**src/rtl/bcd_sub_pkg.sv**
```systemverilog
package bcd_sub_pkg;

  localparam int unsigned DIGIT_W = 4;

  // Nine's complement of one decimal digit.
  function automatic logic [3:0] nine_minus(input logic [3:0] d);
    return 4'd9 - d;
  endfunction

  // Decimal digit add: returns {carry_out, corrected_digit}.
  function automatic logic [4:0] digit_sum(input logic [3:0] a,
                                           input logic [3:0] b,
                                           input logic       cin);
    logic [4:0] raw;
    logic       carry;
    logic [3:0] dig;
    raw   = {1'b0, a} + {1'b0, b} + {4'b0000, cin};
    carry = (raw > 5'd9);
    dig   = carry ? (raw[3:0] + 4'd6) : raw[3:0];
    return {carry, dig};
  endfunction

  function automatic logic digit_legal(input logic [3:0] d);
    return (d <= 4'd9);
  endfunction

endpackage

```
**src/rtl/bcd_nines_comp.sv**
```systemverilog
module bcd_nines_comp #(
  parameter int unsigned DIGITS = 4
) (
  input  logic [4*DIGITS-1:0] din,
  output logic [4*DIGITS-1:0] dout
);
  import bcd_sub_pkg::*;

  for (genvar k = 0; k < DIGITS; k++) begin : g_digit
    assign dout[DIGIT_W*k +: DIGIT_W] = nine_minus(din[DIGIT_W*k +: DIGIT_W]);
  end
endmodule

```
**src/rtl/bcd_digit_adder.sv**
```systemverilog
module bcd_digit_adder (
  input  logic [3:0] a,
  input  logic [3:0] b,
  input  logic       cin,
  output logic [3:0] sum,
  output logic       cout
);
  import bcd_sub_pkg::*;

  logic [4:0] packed_res;
  assign packed_res = digit_sum(a, b, cin);
  assign sum        = packed_res[3:0];
  assign cout       = packed_res[4];
endmodule

```
**src/rtl/bcd_ripple_adder.sv**
```systemverilog
module bcd_ripple_adder #(
  parameter int unsigned DIGITS = 4
) (
  input  logic [4*DIGITS-1:0] a,
  input  logic [4*DIGITS-1:0] b,
  input  logic                cin,
  output logic [4*DIGITS-1:0] sum,
  output logic                cout
);
  import bcd_sub_pkg::*;

  logic [DIGITS:0] carry;
  assign carry[0] = cin;

  for (genvar k = 0; k < DIGITS; k++) begin : g_cell
    bcd_digit_adder u_cell (
      .a   (a[DIGIT_W*k +: DIGIT_W]),
      .b   (b[DIGIT_W*k +: DIGIT_W]),
      .cin (carry[k]),
      .sum (sum[DIGIT_W*k +: DIGIT_W]),
      .cout(carry[k+1])
    );
  end

  assign cout = carry[DIGITS];
endmodule

```
**src/rtl/bcd_digit_check.sv**
```systemverilog
module bcd_digit_check #(
  parameter int unsigned DIGITS = 4
) (
  input  logic [4*DIGITS-1:0] digits,
  output logic                bad
);
  import bcd_sub_pkg::*;

  logic [DIGITS-1:0] illegal;
  for (genvar k = 0; k < DIGITS; k++) begin : g_chk
    assign illegal[k] = ~digit_legal(digits[DIGIT_W*k +: DIGIT_W]);
  end
  assign bad = |illegal;
endmodule

```
**src/rtl/bcd_tens_subtractor.sv**
```systemverilog
module bcd_tens_subtractor #(
  parameter int unsigned DIGITS = 4
) (
  input  logic [4*DIGITS-1:0] m_bcd,
  input  logic [4*DIGITS-1:0] n_bcd,
  output logic [4*DIGITS-1:0] diff_mag,
  output logic                diff_neg,
  output logic                digit_err
);
  localparam int unsigned VEC_W = 4 * DIGITS;

  // Named internal events, visible to the bound checker.
  logic [VEC_W-1:0] n_nines;      // nine's complement of N
  logic [VEC_W-1:0] raw_sum;      // M + 9s(N) + 1
  logic             end_carry;    // carry out of top digit: 1 => M >= N
  logic [VEC_W-1:0] sum_nines;    // nine's complement of raw_sum
  logic [VEC_W-1:0] recomp;       // ten's complement of raw_sum
  logic             recomp_carry; // only set when raw_sum is zero
  logic             m_bad;
  logic             n_bad;

  bcd_nines_comp #(.DIGITS(DIGITS)) u_comp_n (
    .din (n_bcd),
    .dout(n_nines)
  );

  // Add-one of the ten's complement enters as carry into digit 0.
  bcd_ripple_adder #(.DIGITS(DIGITS)) u_main_add (
    .a   (m_bcd),
    .b   (n_nines),
    .cin (1'b1),
    .sum (raw_sum),
    .cout(end_carry)
  );

  bcd_nines_comp #(.DIGITS(DIGITS)) u_comp_sum (
    .din (raw_sum),
    .dout(sum_nines)
  );

  bcd_ripple_adder #(.DIGITS(DIGITS)) u_fix_add (
    .a   (sum_nines),
    .b   ({VEC_W{1'b0}}),
    .cin (1'b1),
    .sum (recomp),
    .cout(recomp_carry)
  );

  bcd_digit_check #(.DIGITS(DIGITS)) u_chk_m (
    .digits(m_bcd),
    .bad   (m_bad)
  );

  bcd_digit_check #(.DIGITS(DIGITS)) u_chk_n (
    .digits(n_bcd),
    .bad   (n_bad)
  );

  assign diff_mag  = end_carry ? raw_sum : recomp;
  assign diff_neg  = ~end_carry & (diff_mag != {VEC_W{1'b0}});
  assign digit_err = m_bad | n_bad;
endmodule

```
**config.mk**
```make
export PLATFORM = sky130hd
export DESIGN_NAME = bcd_tens_subtractor
export DESIGN_NICKNAME = d
export VERILOG_FILES = /design/src/rtl/bcd_sub_pkg.sv /design/src/rtl/bcd_nines_comp.sv /design/src/rtl/bcd_digit_adder.sv /design/src/rtl/bcd_ripple_adder.sv /design/src/rtl/bcd_digit_check.sv /design/src/rtl/bcd_tens_subtractor.sv
export SDC_FILE = /design/constraint.sdc
export NUM_CORES = 1
export LEC_CHECK = 0
export BUFFER_PORTS_ARGS = -buffer_cell sky130_fd_sc_hd__buf_2
export CORE_MARGIN = 3
export CORE_UTILIZATION = 55
export DETAILED_ROUTE_END_ITERATION = 10
export MAX_ROUTING_LAYER = met4
export PLACE_DENSITY_LB_ADDON = 0.2
export SLEW_MARGIN = 5
export SYNTH_ARGS = -nofsm -noshare
export SYNTH_HDL_FRONTEND = slang
export SYNTH_HIERARCHICAL = 1
export SYNTH_SLANG_ARGS = --single-unit
```
**constraint.sdc**
```tcl
create_clock -name vclk -period 13.6
set_clock_uncertainty 0.1 [all_clocks]
set_input_delay 1.36 -clock vclk [all_inputs]
set_output_delay 1.36 -clock vclk [all_outputs]
set_load 0.1 [all_outputs]
```
# Word-level counts from Yosys, hierarchy flattened
# Cells that the tools add are included.
# Widths: inputs -> output; s select.
# classes
add_sub_neg	28
order_cmp	16
n_mux	9
bitwise_logic	11
n_reduce_logical	3
# ops
operator	n
$gt 5x4->1 const B	8
$add 4x3->4 const B	8
$le 4x4->1 const B	8
$mux 4	8
$sub 4x4->4 const A	8
$add 4x4->5	4
$mux 16	1
$reduce_bool 16->1	1
$add 4x1->5	3
$add 5x1->5	3
$not 1->1	9
$reduce_or 4->1	2
$add 4x1->5 const B	1
$add 5x1->5 const B	1
$and 1x1->1	1
$or 1x1->1	1
# word_totals
ff_bits	0
inputBits	32
output_inout_bits	18
word_cells	67

# Longest topological paths before layout
# logic_depth
depth_word	18
mapped_depth	37

# Hierarchy
# The synthesis kept the hierarchy.
# modules_own_cells
module	n_inst	cells_per_inst	area_each_um2	seq_area_each_um2
bcd_digit_adder	8	22	211.5	0.0
bcd_nines_comp	2	24	160.2	0.0
bcd_tens_subtractor	1	27	261.5	0.0
bcd_digit_check	2	5	26.3	0.0

# Worst setup path before layout
# No wires, ideal clock.
# synth_path
path_kind	input -> output
start	input n_bcd[0]
end	output diff_neg
arrival_ns	11.293
slack_ns	0.847
cell_stages	37
n_path_buf	0
path_cell_list	inv_1 -> fa_1 -> fa_1 -> xnor2_1 -> ha_1 -> a31o_1 -> o31ai_4 -> mux2i_1 -> inv_1 -> ha_1 -> ha_1 -> xnor2_1 -> ha_1 -> a31o_1 -> o31ai_4 -> fa_1 -> fa_1 -> xnor2_1 -> ha_1 -> a31o_1 -> o31ai_4 -> fa_1 -> fa_1 -> xnor2_1 -> ha_1 -> a31o_1 -> o31ai_4 -> fa_1 -> fa_1 -> xnor2_1 -> ha_1 -> a31o_1 -> o31ai_4 -> xnor2_1 -> or4_1 -> nor3_1 -> a31oi_1
# synth_via
elab_chain_len	18
word_cells_on_any_way	42
cone_classes	add/sub (22); order compare (8); mux (9); bitwise (2); reduce/logical (1)
# synth_lines
item	line_no	source
start, declared	bcd_tens_subtractor.sv:5	input logic [4*DIGITS-1:0] n_bcd,
$sub 4x4->4	bcd_sub_pkg.sv:7	return 4'd9 - d;
$add 4x4->5	bcd_sub_pkg.sv:17	raw = {1'b0, a} + {1'b0, b} + {4'b0000, cin};
$add 5x1->5	bcd_sub_pkg.sv:17	
$gt 5x4->1	bcd_sub_pkg.sv:18	carry = (raw > 5'd9);
via u_main_add.carry[1]	bcd_ripple_adder.sv:12	logic [DIGITS:0] carry;
$mux 4	bcd_sub_pkg.sv:19	dig = carry ? (raw[3:0] + 4'd6) : raw[3:0];
via raw_sum[2]	bcd_tens_subtractor.sv:14	logic [VEC_W-1:0] raw_sum;
$sub 4x4->4	bcd_sub_pkg.sv:7	
via sum_nines[2]	bcd_tens_subtractor.sv:16	logic [VEC_W-1:0] sum_nines;
(+2 left out)	n/a	
via u_fix_add.carry[1]	bcd_ripple_adder.sv:12	
(+2 left out)	n/a	
via u_fix_add.carry[2]	bcd_ripple_adder.sv:12	
(+2 left out)	n/a	
via u_fix_add.carry[3]	bcd_ripple_adder.sv:12	
$add 4x1->5	bcd_sub_pkg.sv:17	
$gt 5x4->1	bcd_sub_pkg.sv:18	
via recomp_carry	bcd_tens_subtractor.sv:18	logic recomp_carry;
$mux 4	bcd_sub_pkg.sv:19	
via recomp[13]	bcd_tens_subtractor.sv:17	logic [VEC_W-1:0] recomp;
$mux 16	bcd_tens_subtractor.sv:59	assign diff_mag = end_carry ? raw_sum : recomp;
$reduce_bool 16->1	bcd_tens_subtractor.sv:60	assign diff_neg = ~end_carry & (diff_mag != {VEC_W{1'b0}});
$and 1x1->1	bcd_tens_subtractor.sv:60	
end, declared	bcd_tens_subtractor.sv:7	output logic diff_neg,
# The timed path passes the listed nets, and every way through them passes these cells.

# Final worst setup path
# layout_path
start	input m_bcd[0]
end	output diff_neg
# layout_via
elab_chain_len	17
word_cells_on_any_way	41
cone_classes	add/sub (21); order compare (8); mux (9); bitwise (2); reduce/logical (1)
# layout_lines
item	line_no	source
start, declared	bcd_tens_subtractor.sv:4	input logic [4*DIGITS-1:0] m_bcd,
$add 4x4->5	bcd_sub_pkg.sv:17	
$add 5x1->5	bcd_sub_pkg.sv:17	
$gt 5x4->1	bcd_sub_pkg.sv:18	
via u_main_add.carry[1]	bcd_ripple_adder.sv:12	
$add 5x1->5	bcd_sub_pkg.sv:17	
$gt 5x4->1	bcd_sub_pkg.sv:18	
via u_main_add.carry[2]	bcd_ripple_adder.sv:12	
$add 5x1->5	bcd_sub_pkg.sv:17	
(+1 left out)	n/a	
via u_main_add.carry[3]	bcd_ripple_adder.sv:12	
(+1 left out)	n/a	
via raw_sum[9]	bcd_tens_subtractor.sv:14	
(+1 left out)	n/a	
via sum_nines[10]	bcd_tens_subtractor.sv:16	
(+2 left out)	n/a	
via u_fix_add.carry[3]	bcd_ripple_adder.sv:12	
$add 4x1->5	bcd_sub_pkg.sv:17	
$gt 5x4->1	bcd_sub_pkg.sv:18	
via recomp_carry	bcd_tens_subtractor.sv:18	
$mux 4	bcd_sub_pkg.sv:19	
via recomp[13]	bcd_tens_subtractor.sv:17	
$mux 16	bcd_tens_subtractor.sv:59	
$reduce_bool 16->1	bcd_tens_subtractor.sv:60	
$and 1x1->1	bcd_tens_subtractor.sv:60	
# The timed path passes the listed nets, and every way through them passes these cells.

==> results.md <==
* Wl on met1 at 2210 microns
* DR pass1 iterations at 4
* Initial antenna violation count at 0
* DRC Markers at 0
* Fillers at 354
* CLK BUF at 0
* Ports at 50
* Final TNS setup at 0 ns
* MaxCap Viol Count at 0
* Most used cell, CP: fa_1
* Syn. warnings at 6
* Hold Path Depth at 5
* Die extent in x at 71.0 microns
* Final Hold Viols at 0
* Grt ovf at 0
* Critical path origin: m_bcd[0]
* Vias in the first global route at 2021
* Diode count at 0
* Final setup violation count at 0
* RSZ-0062 raised after global routing: no
* CP endpoint kind: output port
* Fmax at 77.3 MHz
* DP HPWL at 4370 microns
* Critical path's slowest cell: or4_1
* Vias/cell at 5.45
* Rows at 23
* Worst EP arrival at 11.48 ns
* Metal3 WL at 115 microns
* Final nets at 416
* Uppermost layer routed: met3
* Initial core utilization at 57.7%
* Final ANT Viol Nets at 0
* Die height at 71.0 microns
* WL/cell at 12.7 microns
* Register area at 0 sq um
* Worst path required time at 12.14 ns
* Critical Path Fanout Max at 4
* Synth cell types at 28
* Vias at 2051
* Worst Hold Class: in -> out
* Synth top area share at 21.5%
* Post-Syn Area at 2330 sq um
* Pin count of the biggest net entering global routing at 10
* Final GP Congestion at 0.812
* Buffers on Ports at 50
* Die area at 5050 sq um
* Avg Cell Area, Syn at 8.91 sq um
* # hold bufs at CTS at 0
* Min-delay src: n_bcd[6]
* Share of cells above drive strength 1 at 27.6%
* Dominant cell type by area after synthesis: ha_1
* Startpoint types: input port
* Tmin final at 12.94 ns
* Global-route wire length before repair at 8440 microns
* Seq Cell Count at 0
* Synth area leaders: ha_1 22%, fa_1 14%, o31ai_4 7.3%
* GRT Util Overall at 19.9%
* Fin crit share at 95.1%
* CP max stage delay at 0.53 ns
* Post-synthesis cell count at 261
* Drt total wl at 4770 microns
* Core area at 4030 sq um
* DR iter-0 viols at 42
* Outcome: completed
* Area Overhead vs Synth at 15.3%
* Most frequent cells in the layout: 50 x buf_2, 40 x inv_1, 40 x ha_1, 24 x a21oi_1, 22 x conb_1
* Final Max Tran Viols at 0
* Met2 WL at 2450 microns
* Worst Path Class, Setup: in -> out
* Commonest non-fill, non-tap cell in the layout: buf_2
* Register area share after synthesis at 0%
==> Yosys cell counts, types with 14 or more instances <==
library cell / number
fa_1: 16
ha_1: 40
a21oi_1: 24
inv_1: 40
mux2_2: 14
xnor2_1: 16
==> layer usage <==
layer / up-vias / track usage [%]
li1: 1057 / -
met1: 962 / 25.7
met2: 32 / 37.2
met3: 0 / 0
met4: 0 / 0
met5: - / -
==> final timing paths <==
path | end | slack, ns
setup / recovery | diff_neg | 0.66
hold / removal | digit_err | 3.32
==> metrics by stage <==
| step | hold slack [ns] | cell area, sq um | cells | utilization, % | setup WS [ns] |
|---|---|---|---|---|---|
| final | 3.32 | 2680 | 376 | 66.6 | 0.663 |
| after global routing | 3.36 | 2680 | 376 | 66.6 | 0.0322 |
| after CTS | 3.33 | 2650 | 373 | 65.8 | 0.481 |
| after detailed placement | 3.33 | 2650 | 373 | 65.8 | 0.493 |
| after global placement | 3.32 | 2650 | 373 | 65.8 | 0.633 |
| after floorplan | 3.13 | 2400 | 281 | - | 0.847 |
==> critical path: cells and delay by family <==
| kind | cells | cell delay [ns] |
|---|---|---|
| XOR/XNOR | 7 | 1.52 |
| buffers and inverters | 3 | 0.52 |
| AO/OA/AOI/OAI | 11 | 2.09 |
| AND/OR/NAND/NOR | 2 | 0.67 |
| adder cells (fa/ha/maj) | 15 | 5.27 |
==> timing repair <==
item                                    4_1_cts  5_1_grt
buffers inserted                              0        3
resized for setup                             0        1
endpoints found under the setup margin        0        1
==> cell type report <==
cell class	count	area [sq um]	share of cell area [%]
well taps	50	62.6	2.33
multi-input cells	231	2180	81.3
repair buffers	55	288	10.7
inverters	40	150	5.60
==> logic make-up (layout without fill, tap and decap cells) <==
kind of cell	Yosys count	count (layout)	share of synthesized area, %
and+or+nand+nor	32	32	8.45
AOI/OAI and AO/OA	73	73	25.7
muxes	24	24	11.5
adders and majority gates	56	56	35.3
buffers and inverters	50	95	9.74
xor gates and xnor gates	24	24	9.04
other	2	22	0.323
Power is not shown: default switching activity piles up to over one toggle a cycle in this logic, so the estimate is an artifact.
